File: config.mk
export PLATFORM = sky130hd
export DESIGN_NAME = hwswap_dma_path
export DESIGN_NICKNAME = d
export VERILOG_FILES = /design/src/rtl/hwswap_dma_pkg.sv /design/src/rtl/hwswap_dma_dp.sv /design/src/rtl/hwswap_dma_ctrl.sv /design/src/rtl/hwswap_dma_path.sv
export SDC_FILE = /design/constraint.sdc
export NUM_CORES = 1
export LEC_CHECK = 0
export BUFFER_PORTS_ARGS = -buffer_cell sky130_fd_sc_hd__clkbuf_2
export CAP_MARGIN = 40
export CORE_ASPECT_RATIO = 0.5
export CORE_MARGIN = 2
export CORE_UTILIZATION = 47
export CTS_BUF_LIST = sky130_fd_sc_hd__clkbuf_4
export CTS_CLUSTER_DIAMETER = 200
export DETAILED_ROUTE_END_ITERATION = 8
export PLACE_DENSITY = 0.92
export RECOVER_POWER = 50
export SLEW_MARGIN = 20
export SYNTH_ARGS = -nofsm -noshare
export SYNTH_HDL_FRONTEND = slang
export SYNTH_SLANG_ARGS = --single-unit
File: constraint.sdc
create_clock -name clk -period 2.3 [get_ports clk]
set_clock_uncertainty 0.15 [all_clocks]
set_input_delay 0.345 -clock clk [delete_from_list [all_inputs] [get_ports clk]]
set_output_delay 0.345 -clock clk [all_outputs]
set_load 0.02 [all_outputs]
File: src/rtl/hwswap_dma_pkg.sv
package hwswap_dma_pkg;
  typedef struct packed {
    logic load;
    logic step;
  } dpStrobe_t;
endpackage

File: src/rtl/hwswap_dma_dp.sv
module hwswap_dma_dp
  import hwswap_dma_pkg::*;
#(
  parameter int ADDR_W      = 16,
  parameter int LEN_W       = 12,
  parameter int CHUNK_BYTES = 64
) (
  input  logic              clk,
  input  logic              rstN,
  input  dpStrobe_t         strobe,
  input  logic [ADDR_W-1:0] baseAddr,
  input  logic              reqWrite,
  input  logic              reqBypass,
  input  logic [ADDR_W-1:0] reqAddr,
  input  logic [LEN_W-1:0]  reqLen,
  input  logic [15:0]       wrData,
  input  logic [15:0]       memRdata,
  output logic              reqZero,
  output logic              lastBeat,
  output logic              isWrite,
  output logic [ADDR_W-1:0] curAddr,
  output logic [1:0]        byteEn,
  output logic              burstStart,
  output logic [LEN_W-1:0]  burstBytes,
  output logic [15:0]       outWdata,
  output logic [15:0]       outRdata
);
  localparam int BEATS = CHUNK_BYTES / 2;
  localparam int BW    = (BEATS > 1) ? $clog2(BEATS) : 1;

  logic [ADDR_W-1:0] addrQ;
  logic [LEN_W-1:0]  remQ;
  logic [BW-1:0]     beatQ;
  logic              firstQ, swapQ, writeQ;
  logic              chunked;

  wire [ADDR_W-1:0] addrMask = {{(ADDR_W-1){1'b1}}, reqBypass};
  wire [LEN_W-1:0]  lenMask  = {{(LEN_W-1){1'b1}}, reqBypass};

  assign reqZero = (reqLen & lenMask) == '0;

  always_ff @(posedge clk) begin
    if (!rstN) begin
      addrQ <= '0; remQ <= '0; beatQ <= '0;
      firstQ <= 1'b0; swapQ <= 1'b0; writeQ <= 1'b0;
    end else if (strobe.load) begin
      addrQ  <= (reqAddr | baseAddr) & addrMask;
      remQ   <= reqLen & lenMask;
      beatQ  <= '0;
      firstQ <= 1'b1;
      swapQ  <= !reqBypass;
      writeQ <= reqWrite;
    end else if (strobe.step) begin
      addrQ  <= addrQ + ADDR_W'(2);
      remQ   <= (remQ > LEN_W'(2)) ? remQ - LEN_W'(2) : '0;
      beatQ  <= (beatQ == BW'(BEATS - 1)) ? '0 : beatQ + BW'(1);
      firstQ <= 1'b0;
    end
  end

  assign chunked    = writeQ && swapQ;
  assign lastBeat   = remQ <= LEN_W'(2);
  assign isWrite    = writeQ;
  assign curAddr    = addrQ;
  assign byteEn     = (remQ == LEN_W'(1)) ? 2'b01 : 2'b11;
  assign burstStart = firstQ || (chunked && beatQ == '0);
  assign burstBytes = (chunked && remQ > LEN_W'(CHUNK_BYTES)) ? LEN_W'(CHUNK_BYTES) : remQ;
  assign outWdata   = swapQ ? {wrData[7:0], wrData[15:8]} : wrData;
  assign outRdata   = swapQ ? {memRdata[7:0], memRdata[15:8]} : memRdata;

  AST_EVEN_ADDR: assert property (@(posedge clk) disable iff (!rstN)
    strobe.step && swapQ |-> !addrQ[0]);
  AST_ADDR_STEP: assert property (@(posedge clk) disable iff (!rstN)
    strobe.step && !lastBeat |=> addrQ == $past(addrQ) + ADDR_W'(2));
  AST_BURST_LIMIT: assert property (@(posedge clk) disable iff (!rstN)
    strobe.step && burstStart && chunked |-> burstBytes <= LEN_W'(CHUNK_BYTES));
endmodule

File: src/rtl/hwswap_dma_ctrl.sv
module hwswap_dma_ctrl
  import hwswap_dma_pkg::*;
(
  input  logic      clk,
  input  logic      rstN,
  input  logic      reqValid,
  input  logic      reqZero,
  input  logic      lastBeat,
  input  logic      memReady,
  output logic      reqReady,
  output logic      memValid,
  output logic      done,
  output dpStrobe_t strobe
);
  typedef enum logic [1:0] {ST_IDLE, ST_RUN, ST_DONE} state_t;
  state_t stateQ, stateD;

  always_comb begin
    stateD = stateQ;
    strobe = '0;
    unique case (stateQ)
      ST_IDLE: if (reqValid) begin
        strobe.load = 1'b1;
        stateD = reqZero ? ST_DONE : ST_RUN;
      end
      ST_RUN: if (memReady) begin
        strobe.step = 1'b1;
        if (lastBeat) stateD = ST_DONE;
      end
      ST_DONE: stateD = ST_IDLE;
      default: stateD = ST_IDLE;
    endcase
  end

  always_ff @(posedge clk) begin
    if (!rstN) stateQ <= ST_IDLE;
    else       stateQ <= stateD;
  end

  assign reqReady = stateQ == ST_IDLE;
  assign memValid = stateQ == ST_RUN;
  assign done     = stateQ == ST_DONE;

  AST_DONE_PULSE: assert property (@(posedge clk) disable iff (!rstN)
    done |=> !done && reqReady);
  AST_ZERO_LEN: assert property (@(posedge clk) disable iff (!rstN)
    reqValid && reqReady && reqZero |=> done && !memValid);
  AST_HOLD_VALID: assert property (@(posedge clk) disable iff (!rstN)
    memValid && !memReady |=> memValid);
endmodule

File: src/rtl/hwswap_dma_path.sv
module hwswap_dma_path
  import hwswap_dma_pkg::*;
#(
  parameter int ADDR_W      = 16,
  parameter int LEN_W       = 12,
  parameter int CHUNK_BYTES = 64
) (
  input  logic              clk,
  input  logic              rstN,
  input  logic [ADDR_W-1:0] baseAddr,
  input  logic              reqValid,
  output logic              reqReady,
  input  logic              reqWrite,
  input  logic              reqBypass,
  input  logic [ADDR_W-1:0] reqAddr,
  input  logic [LEN_W-1:0]  reqLen,
  input  logic [15:0]       wrData,
  output logic              wrTake,
  output logic [15:0]       rdData,
  output logic              rdValid,
  output logic              memValid,
  input  logic              memReady,
  output logic              memWrite,
  output logic [ADDR_W-1:0] memAddr,
  output logic [1:0]        memByteEn,
  output logic              memBurstStart,
  output logic [LEN_W-1:0]  memBurstBytes,
  output logic [15:0]       memWdata,
  input  logic [15:0]       memRdata,
  output logic              done
);
  dpStrobe_t strobe;
  logic reqZero, lastBeat;

  hwswap_dma_ctrl ctrl_i (
    .clk, .rstN, .reqValid, .reqZero, .lastBeat, .memReady,
    .reqReady, .memValid, .done, .strobe
  );

  hwswap_dma_dp #(.ADDR_W(ADDR_W), .LEN_W(LEN_W), .CHUNK_BYTES(CHUNK_BYTES)) dp_i (
    .clk, .rstN, .strobe, .baseAddr, .reqWrite, .reqBypass, .reqAddr, .reqLen,
    .wrData, .memRdata, .reqZero, .lastBeat,
    .isWrite(memWrite), .curAddr(memAddr), .byteEn(memByteEn),
    .burstStart(memBurstStart), .burstBytes(memBurstBytes),
    .outWdata(memWdata), .outRdata(rdData)
  );

  assign wrTake  = memValid && memReady && memWrite;
  assign rdValid = memValid && memReady && !memWrite;

  AST_STALL_ADDR: assert property (@(posedge clk) disable iff (!rstN)
    memValid && !memReady |=> $stable(memAddr) && $stable(memByteEn));
  AST_BUSY_NO_REQ: assert property (@(posedge clk) disable iff (!rstN)
    reqValid && reqReady && !reqZero |=> !reqReady);
endmodule

* After elaboration in Yosys (flattened, before gate mapping)
Index checks and enable logic that the tools add are counted.
** Word-level totals
- Bits in registers :: 38
- Output and inout bits :: 69
- Input port bits :: 82
- Word-level logic and storage cells :: 60
** Cells by class
- Order comparisons :: 3
- Reductions and logical operators :: 15
- $add $sub $neg :: 3
- Equal/unequal tests :: 7
- Muxes and demuxes :: 21
- Bitwise gates (word level) :: 4
** Operators by type and width (count)
- two-way mux 16 bit :: 4
- two-way mux 12 bit :: 4
- adder 16 x 2 -> 16 bit, second input constant :: 1
- AND 16 bit :: 1
- bitwise OR 16 bit :: 1
- AND 12 bit :: 1
- == test 12 x 1 -> 1 bit, second input constant :: 1
- > comparator 12 x 2 -> 1 bit, second input constant :: 1
- > comparator 12 x 7 -> 1 bit, second input constant :: 1
- less-or-equal comparator 12 x 2 -> 1 bit, second input constant :: 1
- logical NOT 12 bit :: 1
- subtractor 12 x 2 -> 12 bit, second input constant :: 1
- two-way mux 2 bit :: 5
- logical AND 1 bit :: 6
- two-way mux 1 bit :: 6
- adder 5 x 1 -> 5 bit, second input constant :: 1
- == test 5 bit, second input constant :: 1
- logical NOT 5 bit :: 1
- two-way mux 5 bit :: 1
- != test 2 x 1 -> 1 bit, second input constant :: 2
- one-hot mux 2 bit (2 select lines) :: 1
- AND reduction 3 bit :: 1
- == test 2 x 1 -> 1 bit, second input constant :: 1
- == test 2 bit, second input constant :: 1
- 7 further kinds :: 8

* Logic depth before layout (Yosys ltp)
Gate-level depths: netlist of run 1.
- Depth after elaboration :: 5
- Gate-level depth with buffers :: 7
- Gate-level depth less buffers :: 6

* Modules after synthesis
From an unflattened synthesis of run 1, not the netlist that was laid out.
** Second synthesis, totals
- Cell total of the unflattened synthesis :: 309
- Area total of the unflattened synthesis :: 2690.1 µm²
** By module, submodules not included
- hwswap_dma_dp :: times used 1, cells an instance 295, seq. area each 720.7 µm², area each 2556.2 µm²
- hwswap_dma_ctrl :: times used 1, cells an instance 12, seq. area each 40.0 µm², area each 117.6 µm²
- hwswap_dma_path :: times used 1, cells an instance 2, seq. area each 0.0 µm², area each 16.3 µm²

* Least setup slack after synthesis of run 1
OpenSTA, ideal clock, no wires.
- Kind :: register to output
- Start :: register dp_i.remQ[3]
- End :: output memBurstBytes[8]
- Data required time :: 1.805 ns
- Buffers on the path :: 1
- Slack :: 0.188 ns
- Cell stages (with the launch flop) :: 6
- Arrival :: 1.617 ns
- Cells stage by stage :: dfxtp_1 > buf_6 > or4_4 > o31ai_4 > a31oi_4 > nor2b_1
** On the way
- Word-level cells in the longest chain between the ends :: 3
** RTL lines
- start: declaration :: line hwswap_dma_dp.sv:32 : logic [LEN_W-1:0] remQ;
- start signal: assignment :: line hwswap_dma_dp.sv:48 : remQ <= reqLen & lenMask;
- start signal: assignment :: line hwswap_dma_dp.sv:55 : remQ <= (remQ > LEN_W'(2)) ? remQ - LEN_W'(2) : '0;
- > comparator 12 x 7 -> 1 bit :: line hwswap_dma_dp.sv:67 : assign burstBytes = (chunked && remQ > LEN_W'(CHUNK_BYTES)) ? LEN_W'(CHUNK_BYTES) : remQ;
- logical AND 1 bit :: line hwswap_dma_dp.sv:67
- two-way mux 12 bit :: line hwswap_dma_dp.sv:67
- end: declaration :: line hwswap_dma_path.sv:27 : output logic [LEN_W-1:0] memBurstBytes,
No other way between the ends.

* Final worst setup path of run 1
- Start :: register dp_i.remQ[1]
- End :: output memBurstBytes[6]
Same word-level chain as after synthesis.

==> results, run 1 <==
- The mean cell area of the mapped netlist is 8.48 um^2.
- The TritonCTS clock tree is done.
- Yosys mapped a number of flops with a built-in enable equal to 0.
- Of the total power, registers draw 36.1%.
- The unique cell type count in the Yosys netlist is 62.
- Buffers inserted during clock tree synthesis total 5.
- The starting utilization of the core area is 50.0%.
- The final clock period utilization by the worst path is 113%.
- The total number of vias is 3,302.
- The max-slew violation count is 0.
- The area of the die is 6640 um^2.
- The switching component of the power is 0.872 mW.
- The y dimension of the die is 58.6 um.
- The library cell with the largest summed area after synthesis is dfxtp_1.
- The number of cell rows is 19.
- The max-capacitance violation count is 0.
- Traced cell by cell, the critical path runs through or4_4, o31ai_4, a31oi_4, or2_1, buf_6.
- After synthesis, the largest area contributor takes up 27.1% of total cell area.
- The total inserted antenna cells is 0.
- For this run, design rule violations remaining after detail routing come to 0.
- The global-route wire length before repair is 14,100 um.
- The share of total power dissipated in combinational logic is 42.3%.
- The commonest cells after synthesis are dfxtp_1 (38), mux2_2 (32), a21oi_1 (22).
- Measured against its own limit, the worst slew margin works out to 28.0%.
- The buffer depth of the longest clock path is 2.
- The largest voltage drop on the vdd net is 0.000327 V.
- The pin slew with the least headroom to its limit is 1.08 ns.
- The kind of cell with the highest combined delay along the critical path is simple AND/OR/NAND/NOR gates.
- The via-per-instance ratio is 5.94.
- The per-cell routed wire length is 16.3 um.
- The post-synth net total is 419.
- STA puts the critical path data required time at 1.80 ns.
- The end-of-flow core utilization is 68.1%.
- The number of buffers and inverters on the critical path is 1.
- The remaining number of nets flagged by the antenna check after routing is 0.
- The count of buffers inserted at the top-level ports is 149.
- The leakage power summed over all cells is 1.63 nW.
- The final hold slack is 0.0505 ns.
- The cell with the largest stage delay on the worst path is or4_4.
- The worst slack at placement is 0.120 ns.
- The cell with the most instances after synthesis is dfxtp_1.
- The largest net degree at the start of global routing is 36.
- In this run the cell area of the synthesized design comes to 2810 um^2.
- The root cell of the clock tree is clkbuf_4.
- Setup violations remaining at the end of the flow were counted as 9.
- The total overflow left after global routing is 0.
- The minimum clock period after layout is 2.59 ns.
- The overall power is 2.21 mW.
- The cell count after synthesis is 331.
- The internal power of the cells totals 1.33 mW.
- The number of antenna violations at the first check in global routing came to 0.
- The number of levels in the clock H-tree is 2.
- The flow ran to the end, but the final reports show violations.
- The wire length reported by the detailed router is 9060 um.
- Detailed placement finished with a half-perimeter wire length of 6470 um.
- The post-detailed-placement cell area is 3640 um^2.
- Data on the critical path arrives at its endpoint at 2.10 ns.
- The number of global-route vias before repair was 3,000.
- The combined global-route utilization of all metal layers is 26.3%.
- The total of warnings raised by yosys is 0.
- For this run, the register share of the synthesized area comes to 27.1%.
- Setup repair after global routing could not meet its margin everywhere.
- The number of I/O pins is 151.
- The post-route cell area is 3820 um^2.
- After the first detailed-routing iteration, the DRC count stood at 272.
- For this design the ratio of total power to cell area is 577 nW/um^2.
- The floorplan step set the die width to 113 um.
- The fraction of synthesis flops using an asynchronous set or reset pin is 0%.
- The type of destination of the critical path is a primary output.
- At the end of the flow, the number of nets in the layout was 570.
- The synthesized design contains 38 register bits.
- The critical setup path kind is reg2out.
- The critical-path maximum fanout is 5.
- The clock reaches the later pin of the worst-skew pair after 0.36 ns.
- Routability-driven placement finished with a final weighted congestion of 0.916.
- The clock network accounts for 21.6% of the total power.
- Clock tree synthesis found a total of 38 sinks.
- The critical path's largest stage delay is 0.56 ns.
- The detailed-router iteration count before antenna repair is 5.
- The core region is 5610 um^2.
- The path category of the worst min-delay check is in2reg.
- The final worst-path setup slack is -0.294 ns.
- The maximum frequency from static timing analysis is 386 MHz.
- Net switching is 39.5% of the power.
- The hold violation total from the final report is 0.
- The clock slew seen by the registers of the worst setup and hold paths is 0.13 ns.
- The main flop type after synthesis is dfxtp_1.
- The reg-to-reg setup timing slack is 0.04 ns.
- Cells with a size suffix above 1 make up 42.4% of the layout.
- The number of hold buffers added after cts is 0.
- The final reports fail on negative setup slack.
- The kind of start point of the critical path is a register.
- Ranked by total cell area, the synthesized netlist is headed by dfxtp_1 (27%), mux2_2 (13%), a21oi_1 (3.9%).
- The area growth from synthesis to layout is 36.2%.
per-stage QoR:
| step | instances | TNS, ns |
|---|---|---|
| 3_3_place_gp | 542 | 0 |
| 2_1_floorplan | 331 | 0 |
| 5_1_grt | 556 | -3.86 |
| 3_5_place_dp | 542 | 0 |
| 4_1_cts | 556 | -1.95 |
| 6_report | 556 | -2.15 |
cell families (layout without fill, tap and decap cells):
kind of cell             Yosys count  count (layout)  synth area share [%]
AO/OA/AOI/OAI                    102             103                  26.2
AND/OR/NAND/NOR                  102             102                  21.5
flip-flops                        38              38                  27.1
buffers and inverters             38             189                  5.80
multiplexers                      32              32                  12.8
XOR/XNOR                          12              12                  3.74
adder cells (fa/ha/maj)            6               6                  2.67
other                              1               1                 0.134
state kept, by name, indices dropped and copies added (netlist names):
register,cells
dp_i.curAddr,16
ctrl_i.stateQ,2
dp_i.remQ,12
dp_i.beatQ,5
dp_i.swapQ,1
dp_i.isWrite,1
dp_i.firstQ,1
area by class of cell:
class                           instances  area (um^2)
Sequential cell                        38          768
Clock inverter                          3         45.0
Inverter                               13         48.8
Multi-Input combinational cell        256         1920
Fill cell                             460         1790
Tap cell                               73         91.3
Timing Repair Buffer                  168          911
Clock buffer                            5         37.5
layout by cell type, fill, tap and decap left out, types with 10 or more instances in the layout:
cell type  netlist  final
buf_4            1     20
a21boi_0        14     14
clkbuf_1        13     22
mux2_2          32     32
inv_1           13     13
nor4_1          12     11
o31ai_1         12     12
a21oi_1         22     22
dfxtp_1         38     34
nor3_1          10     10
clkbuf_2         0    119
nand2_1         20     20
o21ai_0         10     10
nor2_1          15     14
worst paths after layout:
check / from / endpoint / cells after the start
worst min register to register: dp_i.beatQ[4]$_SDFFE_PP0P_ / dp_i.beatQ[4]$_SDFFE_PP0P_ / 2
worst max-delay path: dp_i.remQ[1]$_SDFFE_PN0P_ / memBurstBytes[6] / 5
worst max register to register: ctrl_i.stateQ[0]$_SDFFE_PN0P_ / dp_i.curAddr[8]$_SDFFE_PN0P_ / 5
worst min-delay path: reqWrite / dp_i.isWrite$_SDFFE_PN0P_ / 3
routing by layer:
layer  vias to the layer above  track usage [%]  part of all wire, %
met5                         -                0                    0
met4                         0             11.1                  2.6
met3                        36             5.66                  9.2
met2                       192             45.3                   47
met1                      1503             32.6                   41
li1                       1571                -                    -
repair_timing:
action / in CTS / in global routing
cloned: 1 / 0
resized for setup: 14 / 18
pin swaps: 1 / 2
endpoints found under the setup margin: 10 / 10
setup buffers: 5 / 0
worst register-to-register path: cells and delay by family, from the launching register on:
family                 cells  cell delay [ns]
buffers and inverters      1             0.84
and+or+nand+nor            2             0.49
DFF                        1             0.44
AOI/OAI and AO/OA          2             0.28
power groups by stage:
| stage | Sequential [mW] | Combinational, mW | Clock, mW |
|---|---|---|---|
| finish | 0.797 | 0.933 | 0.475 |
| global route | 0.807 | 0.999 | 0.505 |
| CTS | 0.795 | 0.911 | 0.474 |
| detailed placement | 0.811 | 0.875 | 0 |
| global placement | 0.808 | 0.861 | 0 |
| floorplan | 0.826 | 0.546 | 0 |
No activity file was read; power rests on OpenSTA's default activity.
==> inputs of run 2 (changes only) <==
Settings changed: CELL_PAD_IN_SITES_DETAIL_PLACEMENT from default to 0, CELL_PAD_IN_SITES_GLOBAL_PLACEMENT from default to 1, CORE_UTILIZATION 47 to 33, GPL_TIMING_DRIVEN from default to 0, PLACE_DENSITY 0.92 to 0.93.
==> run 2 against run 1 <==
Net effect:
- setup slack improved by 0.0063 ns
- critical path depth unchanged
- global-route usage fell by 6.2 points
- first-iteration DRC count fell by 54%
- largest power group unchanged
- via count decreased by 3.0%
- maximum frequency is 0.24% higher
- critical path type unchanged
- count of clock-buffer cells in the layout unchanged
- the run still ends with negative setup slack left
- utilization is 21 points lower
==> results, run 2 (synthesis results as in run 1) <==
- The remaining number of nets flagged by the antenna check after routing is 0 (unchanged).
- The launch point of the worst reg-to-reg path is dp_i.remQ[9]$_SDFFE_PN0P_ (was ctrl_i.stateQ[0]$_SDFFE_PN0P_).
- The combined global-route utilization of all metal layers is 20.1% (was 26.3%).
- The type of destination of the critical path is a primary output (unchanged).
- The max-slew violation count is 0 (unchanged).
- The power density relative to cell area is 536 nW/um^2 (was 577 nW/um^2).
- The global-route wire length before repair came to 15,100 um (was 14,100 um).
- The count of buffers inserted at the top-level ports is 148 (was 149).
- The pin slew with the least headroom to its limit is 0.796 ns (was 1.08 ns).
- The kind of start point of the critical path was a register (unchanged).
- The core area is 8120 um^2 (was 5610 um^2).
- The TritonCTS clock tree is done (unchanged).
- The final clock period utilization by the worst path is 113% (about the same).
- The number of global-route vias before repair is 2,990 (was 3,000).
- The via-per-instance ratio is 5.31 (was 5.94).
- The flip-flop count of the largest register, all copies and words added came to 16 (unchanged).
- The final cell count without fillers is 603 (was 556).
- The largest voltage drop on the vdd net is 0.000210 V (was 0.000327 V).
- The signed area change from the synthesized netlist to the final layout is 36.6% (was 36.2%).
- The cell total after placement is 591 (was 542).
- The aggregate global routing overflow is 0 (unchanged).
- The instance count on the critical path came to 5 (unchanged).
- The y dimension of the die was 69.2 um (was 58.6 um).
- Setup repair after global routing missed its margin: true (unchanged).
- The number of I/O pins is 151 (unchanged).
- The number of filler cells placed in the layout is 845 (was 460).
- The clock slew seen by the registers of the worst setup and hold paths is 0.13 ns (about the same).
- The logic depth of the worst register-to-register path is 5 (unchanged).
- Most frequent cells in the layout: clkbuf_2 (116), clkbuf_1 (38), dfxtp_1 (34) (was clkbuf_2 (119), dfxtp_1 (34), mux2_2 (32)).
- The leakage power summed over all cells is 1.60 nW (was 1.63 nW).
- The endpoint of the worst setup timing path was memBurstBytes[6] (unchanged).
- The wire length reported by the detailed router is 9510 um (was 9060 um).
- The met1 demand-to-capacity share in global routing was 27.4% (was 32.6%).
- Critical path cell sequence: or4_4, o31ai_4, a31oi_4, or2_1, clkbuf_2 (was or4_4, o31ai_4, a31oi_4, or2_1, buf_6).
- The number of DRC markers in iteration 0 is 124 (was 272).
- The global routing usage on met3 came to 3.65% (was 5.66%).
- The cell with the largest stage delay on the worst path is or4_4 (unchanged).
- The number of buffers and inverters on the critical path came to 1 (unchanged).
- The tightest slew margin relative to the limit came to 46.8% (was 28.0%).
- The final routed DRC violation total was 0 (unchanged).
- The hold violation total from the final report is 0 (unchanged).
- Violated checks: negative setup slack (unchanged).
- The root cell of the clock tree is clkbuf_4 (unchanged).
- The number of levels in the clock H-tree is 2 (unchanged).
- The worst path arrival time is 2.09 ns (was 2.10 ns).
- The layout net count was 578 (was 570).
- The cell family with the largest share of critical-path delay is simple AND/OR/NAND/NOR gates (unchanged).
- The reg-to-reg setup timing slack came to 0.17 ns (was 0.04 ns).
- The final worst-path setup slack is -0.288 ns (was -0.294 ns).
- The later-pin clock latency in the skew report is 0.35 ns (was 0.36 ns).
- The end of the worst register-to-register path is dp_i.remQ[11]$_SDFFE_PN0P_ (was dp_i.curAddr[8]$_SDFFE_PN0P_).
- The largest net degree at the start of global routing is 13 (was 36).
- The starting utilization of the core area is 34.6% (was 50.0%).
- The number of setup violations in the final report is 9 (unchanged).
- The final weighted congestion in routability-driven placement came to 0.884 (was 0.916).
- Outcome: finished, violations left (unchanged).
- The buffer depth of the longest clock path is 2 (unchanged).
- The data required time at the worst endpoint is 1.80 ns (about the same).
- The per-cell routed wire length is 15.8 um (was 16.3 um).
- The most common cell after layout, fill and taps aside is clkbuf_2 (unchanged).
- The number of hold buffers added after cts was 0 (unchanged).
- The met2 routing resource usage after global routing is 33.3% (was 45.3%).
- The maximum frequency from static timing analysis is 386 MHz (about the same).
- The highest-utilization routing layer at the global route stage is met2 (unchanged).
- The total inserted antenna cells is 0 (unchanged).
- The number of buffers created by CTS is 5 (unchanged).
- The startpoint of the worst setup timing path was dp_i.remQ[1]$_SDFFE_PN0P_ (unchanged).
- The sink count of the clock tree was 38 (unchanged).
- The width of the die came to 134 um (was 113 um).
- The critical-path maximum fanout is 5 (unchanged).
- The minimum clock period after layout is 2.59 ns (about the same).
- The area of the die was 9300 um^2 (was 6640 um^2).
- The number of antenna violations at the first check in global routing is 0 (unchanged).
- The detailed-placement wirelength estimate is 7410 um (was 6470 um).
- The critical path's largest stage delay is 0.56 ns (about the same).
- The number of cell rows is 23 (was 19).
- The post-route cell area was 3830 um^2 (was 3820 um^2).
- The max-capacitance violation count was 0 (unchanged).
- The total number of vias is 3,202 (was 3,302).
- The ratio of cells with drive above 1 in the final layout was 39.7% (was 42.4%).
- The detailed-router iteration count before antenna repair is 4 (was 5).
- The worst slack at placement is 0.0579 ns (was 0.120 ns).
- The critical setup path kind is reg2out (unchanged).
- The path category of the worst min-delay check is in2reg (unchanged).
- The post-detailed-placement cell area is 3690 um^2 (was 3640 um^2).
- The overall power is 2.05 mW (was 2.21 mW).
[run 2: cell type report]
cell class / count / area [um^2] / area share, %
sequential: 38 / 768 / 20.0
buffer: 23 / 118 / 3.07
tap: 112 / 140 / 3.66
clock inverter: 3 / 16.3 / 0.424
clock buffer: 5 / 37.5 / 0.979
timing repair buffer: 153 / 790 / 20.6
multi-input combinational: 256 / 1910 / 50.0
inverter: 13 / 48.8 / 1.27
[run 2: timing repair]
action	CTS	global route
resized for setup	29	12
buffers inserted	5	0
setup endpoints to repair	41	40
cloned	1	0
pin swaps	4	0
[run 2: power breakdown]
group,internal (mW),total [mW],switching [mW]
Combinational,0.368,0.903,0.535
Sequential,0.718,0.798,0.0807
Clock,0.114,0.353,0.239
[run 2: how the worst min path moves through the flow]
stage / slack, ns / cells after the start / endpoint / start
after floorplan: 0.30 / 2 / dp_i.beatQ[4]$_SDFFE_PP0P_ / dp_i.beatQ[4]$_SDFFE_PP0P_
after global placement: 0.30 / 2 / dp_i.curAddr[0]$_SDFFE_PN0P_ / dp_i.curAddr[0]$_SDFFE_PN0P_
after detailed placement: 0.32 / 2 / dp_i.curAddr[0]$_SDFFE_PN0P_ / dp_i.curAddr[0]$_SDFFE_PN0P_
after CTS: 0.06 / 3 / dp_i.isWrite$_SDFFE_PN0P_ / reqWrite
after global routing: 0.07 / 3 / dp_i.isWrite$_SDFFE_PN0P_ / reqWrite
final: 0.07 / 3 / dp_i.isWrite$_SDFFE_PN0P_ / reqWrite
[run 2: worst register-to-register path, stage by stage, from the launching register on]
cell,delay (ns)
dfxtp_1,0.42
nor4_4,0.51
nand2_1,0.25
clkbuf_1,0.28
o211ai_1,0.30
o21ai_0,0.11
[run 2: through the flow]
stage | hold WS [ns] | utilization [%] | TNS [ns]
after floorplan | 0.299 | - | 0
after global placement | 0.303 | 45.4 | 0
after detailed placement | 0.316 | 45.4 | 0
after CTS | 0.0603 | 47.6 | -2.46
after global routing | 0.0705 | 47.2 | -4.09
final | 0.0692 | 47.2 | -2.39
[run 2: layer usage]
layer / vias up / wire (um)
li1: 1580 / -
met5: - / 0
met2: 129 / 4360
met3: 7 / 788
met1: 1486 / 4290
met4: 0 / 80
==> inputs of run 3 (changes only) <==
Settings changed: RECOVER_POWER 50 to 25.
==> run 3 against run 2 <==
Net effect:
- global-route usage unchanged
- utilization increased by 0.17 points
- the run still ends with negative setup slack left
- non-clock buffer count unchanged
- largest power group unchanged
- sequential power about the same
- highest routed layer unchanged
==> results, run 3 (synthesis results as in run 1) <==
- The minimum clock period after layout is 2.59 ns (about the same).
- The number of I/O pins is 151 (unchanged).
- The pin slew with the least headroom to its limit was 0.813 ns (was 0.796 ns).
- The number of antenna violations at the first check in global routing is 0 (unchanged).
- Most frequent cells in the layout: clkbuf_2 (122), dfxtp_1 (33), mux2_2 (32) (was clkbuf_2 (116), clkbuf_1 (38), dfxtp_1 (34)).
- Setup repair after global routing missed its margin: true (unchanged).
- The worst slack at placement is 0.0579 ns (unchanged).
- The layout net count is 578 (unchanged).
- The flip-flop count of the largest register, all copies and words added is 16 (unchanged).
- The detailed-router iteration count before antenna repair came to 4 (unchanged).
- The critical-path maximum fanout came to 4 (was 5).
- The most common cell after layout, fill and taps aside is clkbuf_2 (unchanged).
- The per-cell routed wire length came to 15.8 um (about the same).
- The core area is 8120 um^2 (unchanged).
- The number of setup violations in the final report is 9 (unchanged).
- Violated checks: negative setup slack (unchanged).
- The clock slew seen by the registers of the worst setup and hold paths is 0.13 ns (about the same).
- The max-capacitance violation count is 0 (unchanged).
- The aggregate global routing overflow was 0 (unchanged).
- The hold violation total from the final report is 0 (unchanged).
- The total number of vias is 3,230 (was 3,202).
- The area of the die is 9300 um^2 (unchanged).
- The combined global-route utilization of all metal layers is 20.1% (unchanged).
- The final routed DRC violation total is 0 (unchanged).
- The worst path arrival time came to 2.10 ns (was 2.09 ns).
- The wire length reported by the detailed router was 9540 um (was 9510 um).
- The ratio of cells with drive above 1 in the final layout is 41.5% (was 39.7%).
- The number of hold buffers added after cts was 0 (unchanged).
- The leakage power summed over all cells is 1.63 nW (was 1.60 nW).
- The TritonCTS clock tree is done (unchanged).
- The reg-to-reg setup timing slack is 0.14 ns (was 0.17 ns).
- The root cell of the clock tree is clkbuf_4 (unchanged).
- The via-per-instance ratio is 5.36 (was 5.31).
- The width of the die is 134 um (unchanged).
- The max-slew violation count came to 0 (unchanged).
- The number of buffers created by CTS is 5 (unchanged).
- Outcome: finished, violations left (unchanged).
- The signed area change from the synthesized netlist to the final layout is 37.0% (was 36.6%).
- The final weighted congestion in routability-driven placement is 0.884 (unchanged).
- The depth of the worst hold-timing path is 3 (unchanged).
- The number of DRC markers in iteration 0 is 114 (was 124).
- The y dimension of the die is 69.2 um (unchanged).
- The type of destination of the critical path is a primary output (unchanged).
- The critical setup path kind is reg2out (unchanged).
- The final worst-path setup slack is -0.295 ns (was -0.288 ns).
- The number of cell rows is 23 (unchanged).
- The remaining number of nets flagged by the antenna check after routing is 0 (unchanged).
- The maximum frequency from static timing analysis was 385 MHz (was 386 MHz).
- The kind of start point of the critical path is a register (unchanged).
- The final clock period utilization by the worst path was 113% (about the same).
- The number of global-route vias before repair is 2,990 (unchanged).
- The buffer depth of the longest clock path came to 2 (unchanged).
- The global-route wire length before repair was 15,100 um (unchanged).
- The sink count of the clock tree is 38 (unchanged).
- The data required time at the worst endpoint was 1.80 ns (about the same).
- The count of buffers inserted at the top-level ports is 148 (unchanged).
- The largest voltage drop on the vdd net was 0.000210 V (about the same).
- The logic depth of the worst register-to-register path was 5 (unchanged).
- The later-pin clock latency in the skew report is 0.35 ns (about the same).
- The path category of the worst min-delay check is in2reg (unchanged).
- The tightest slew margin relative to the limit was 45.6% (was 46.8%).
- The total inserted antenna cells is 0 (unchanged).
- The largest net degree at the start of global routing came to 13 (unchanged).
- The power density relative to cell area is 536 nW/um^2 (about the same).
- The number of levels in the clock H-tree came to 2 (unchanged).
- The detailed-placement wirelength estimate is 7410 um (unchanged).
- The number of filler cells placed in the layout is 844 (was 845).
- The starting utilization of the core area is 34.6% (unchanged).
- The end-of-flow core utilization is 47.4% (was 47.2%).
## run 3: path summary, 6_finish.rpt
check,to,start
worst min register to register,dp_i.curAddr[0]$_SDFFE_PN0P_,dp_i.curAddr[0]$_SDFFE_PN0P_
worst max register to register,dp_i.remQ[11]$_SDFFE_PN0P_,dp_i.remQ[9]$_SDFFE_PN0P_
worst max-delay path,memBurstBytes[9],dp_i.remQ[1]$_SDFFE_PN0P_
worst min-delay path,dp_i.isWrite$_SDFFE_PN0P_,reqWrite
## run 3: worst max-delay path, cell delays in order, from the launching register on
cell and delay, ns:
dfxtp_4 0.36, or4_4 0.57, o31ai_4 0.27, buf_6 0.15, a31oi_4 0.10, nor2b_1 0.14
buf_4 0.15
## run 3: area by class of cell
type	count	area (um^2)	share of cell area, %
well taps	112	140	3.64
flip-flops and latches	38	769	20.0
multi-input cells	256	1910	49.8
clock buffers	5	37.5	0.976
repair buffers	153	802	20.9
clock inverters	3	16.3	0.423
inverters	13	48.8	1.27
plain buffers	23	118	3.06
## run 3: repair_timing
action	in CTS	in global routing
endpoints found under the setup margin	41	40
buffers inserted	5	0
pin swaps	4	0
resized for setup	29	12
gates cloned	1	0
## run 3: metrics by stage
step | hold WS, ns | power, mW | area [um^2] | setup TNS (ns) | std cells
floorplan | 0.299 | 1.37 | 2810 | 0 | 331
global placement | 0.303 | 1.67 | 3690 | 0 | 591
detailed placement | 0.316 | 1.68 | 3690 | 0 | 591
CTS | 0.0603 | 2.07 | 3860 | -2.46 | 603
global route | 0.0705 | 2.18 | 3850 | -2.95 | 603
finish | 0.0714 | 2.06 | 3850 | -2.44 | 603
## run 3: power by group
part | switching, mW | total [mW] | internal [mW]
clock | 0.238 | 0.352 | 0.114
combinational | 0.537 | 0.909 | 0.372
sequential | 0.0811 | 0.799 | 0.718
total | 0.856 | 2.06 | 1.20
## run 3: metal layers
layer / wire length (um) / vias up / global-route usage (%)
met5: 0 / - / 0
met4: 97 / 0 / 4.09
met3: 702 / 9 / 3.65
met2: 4380 / 124 / 33.3
met1: 4360 / 1518 / 27.4
li1: - / 1579 / -
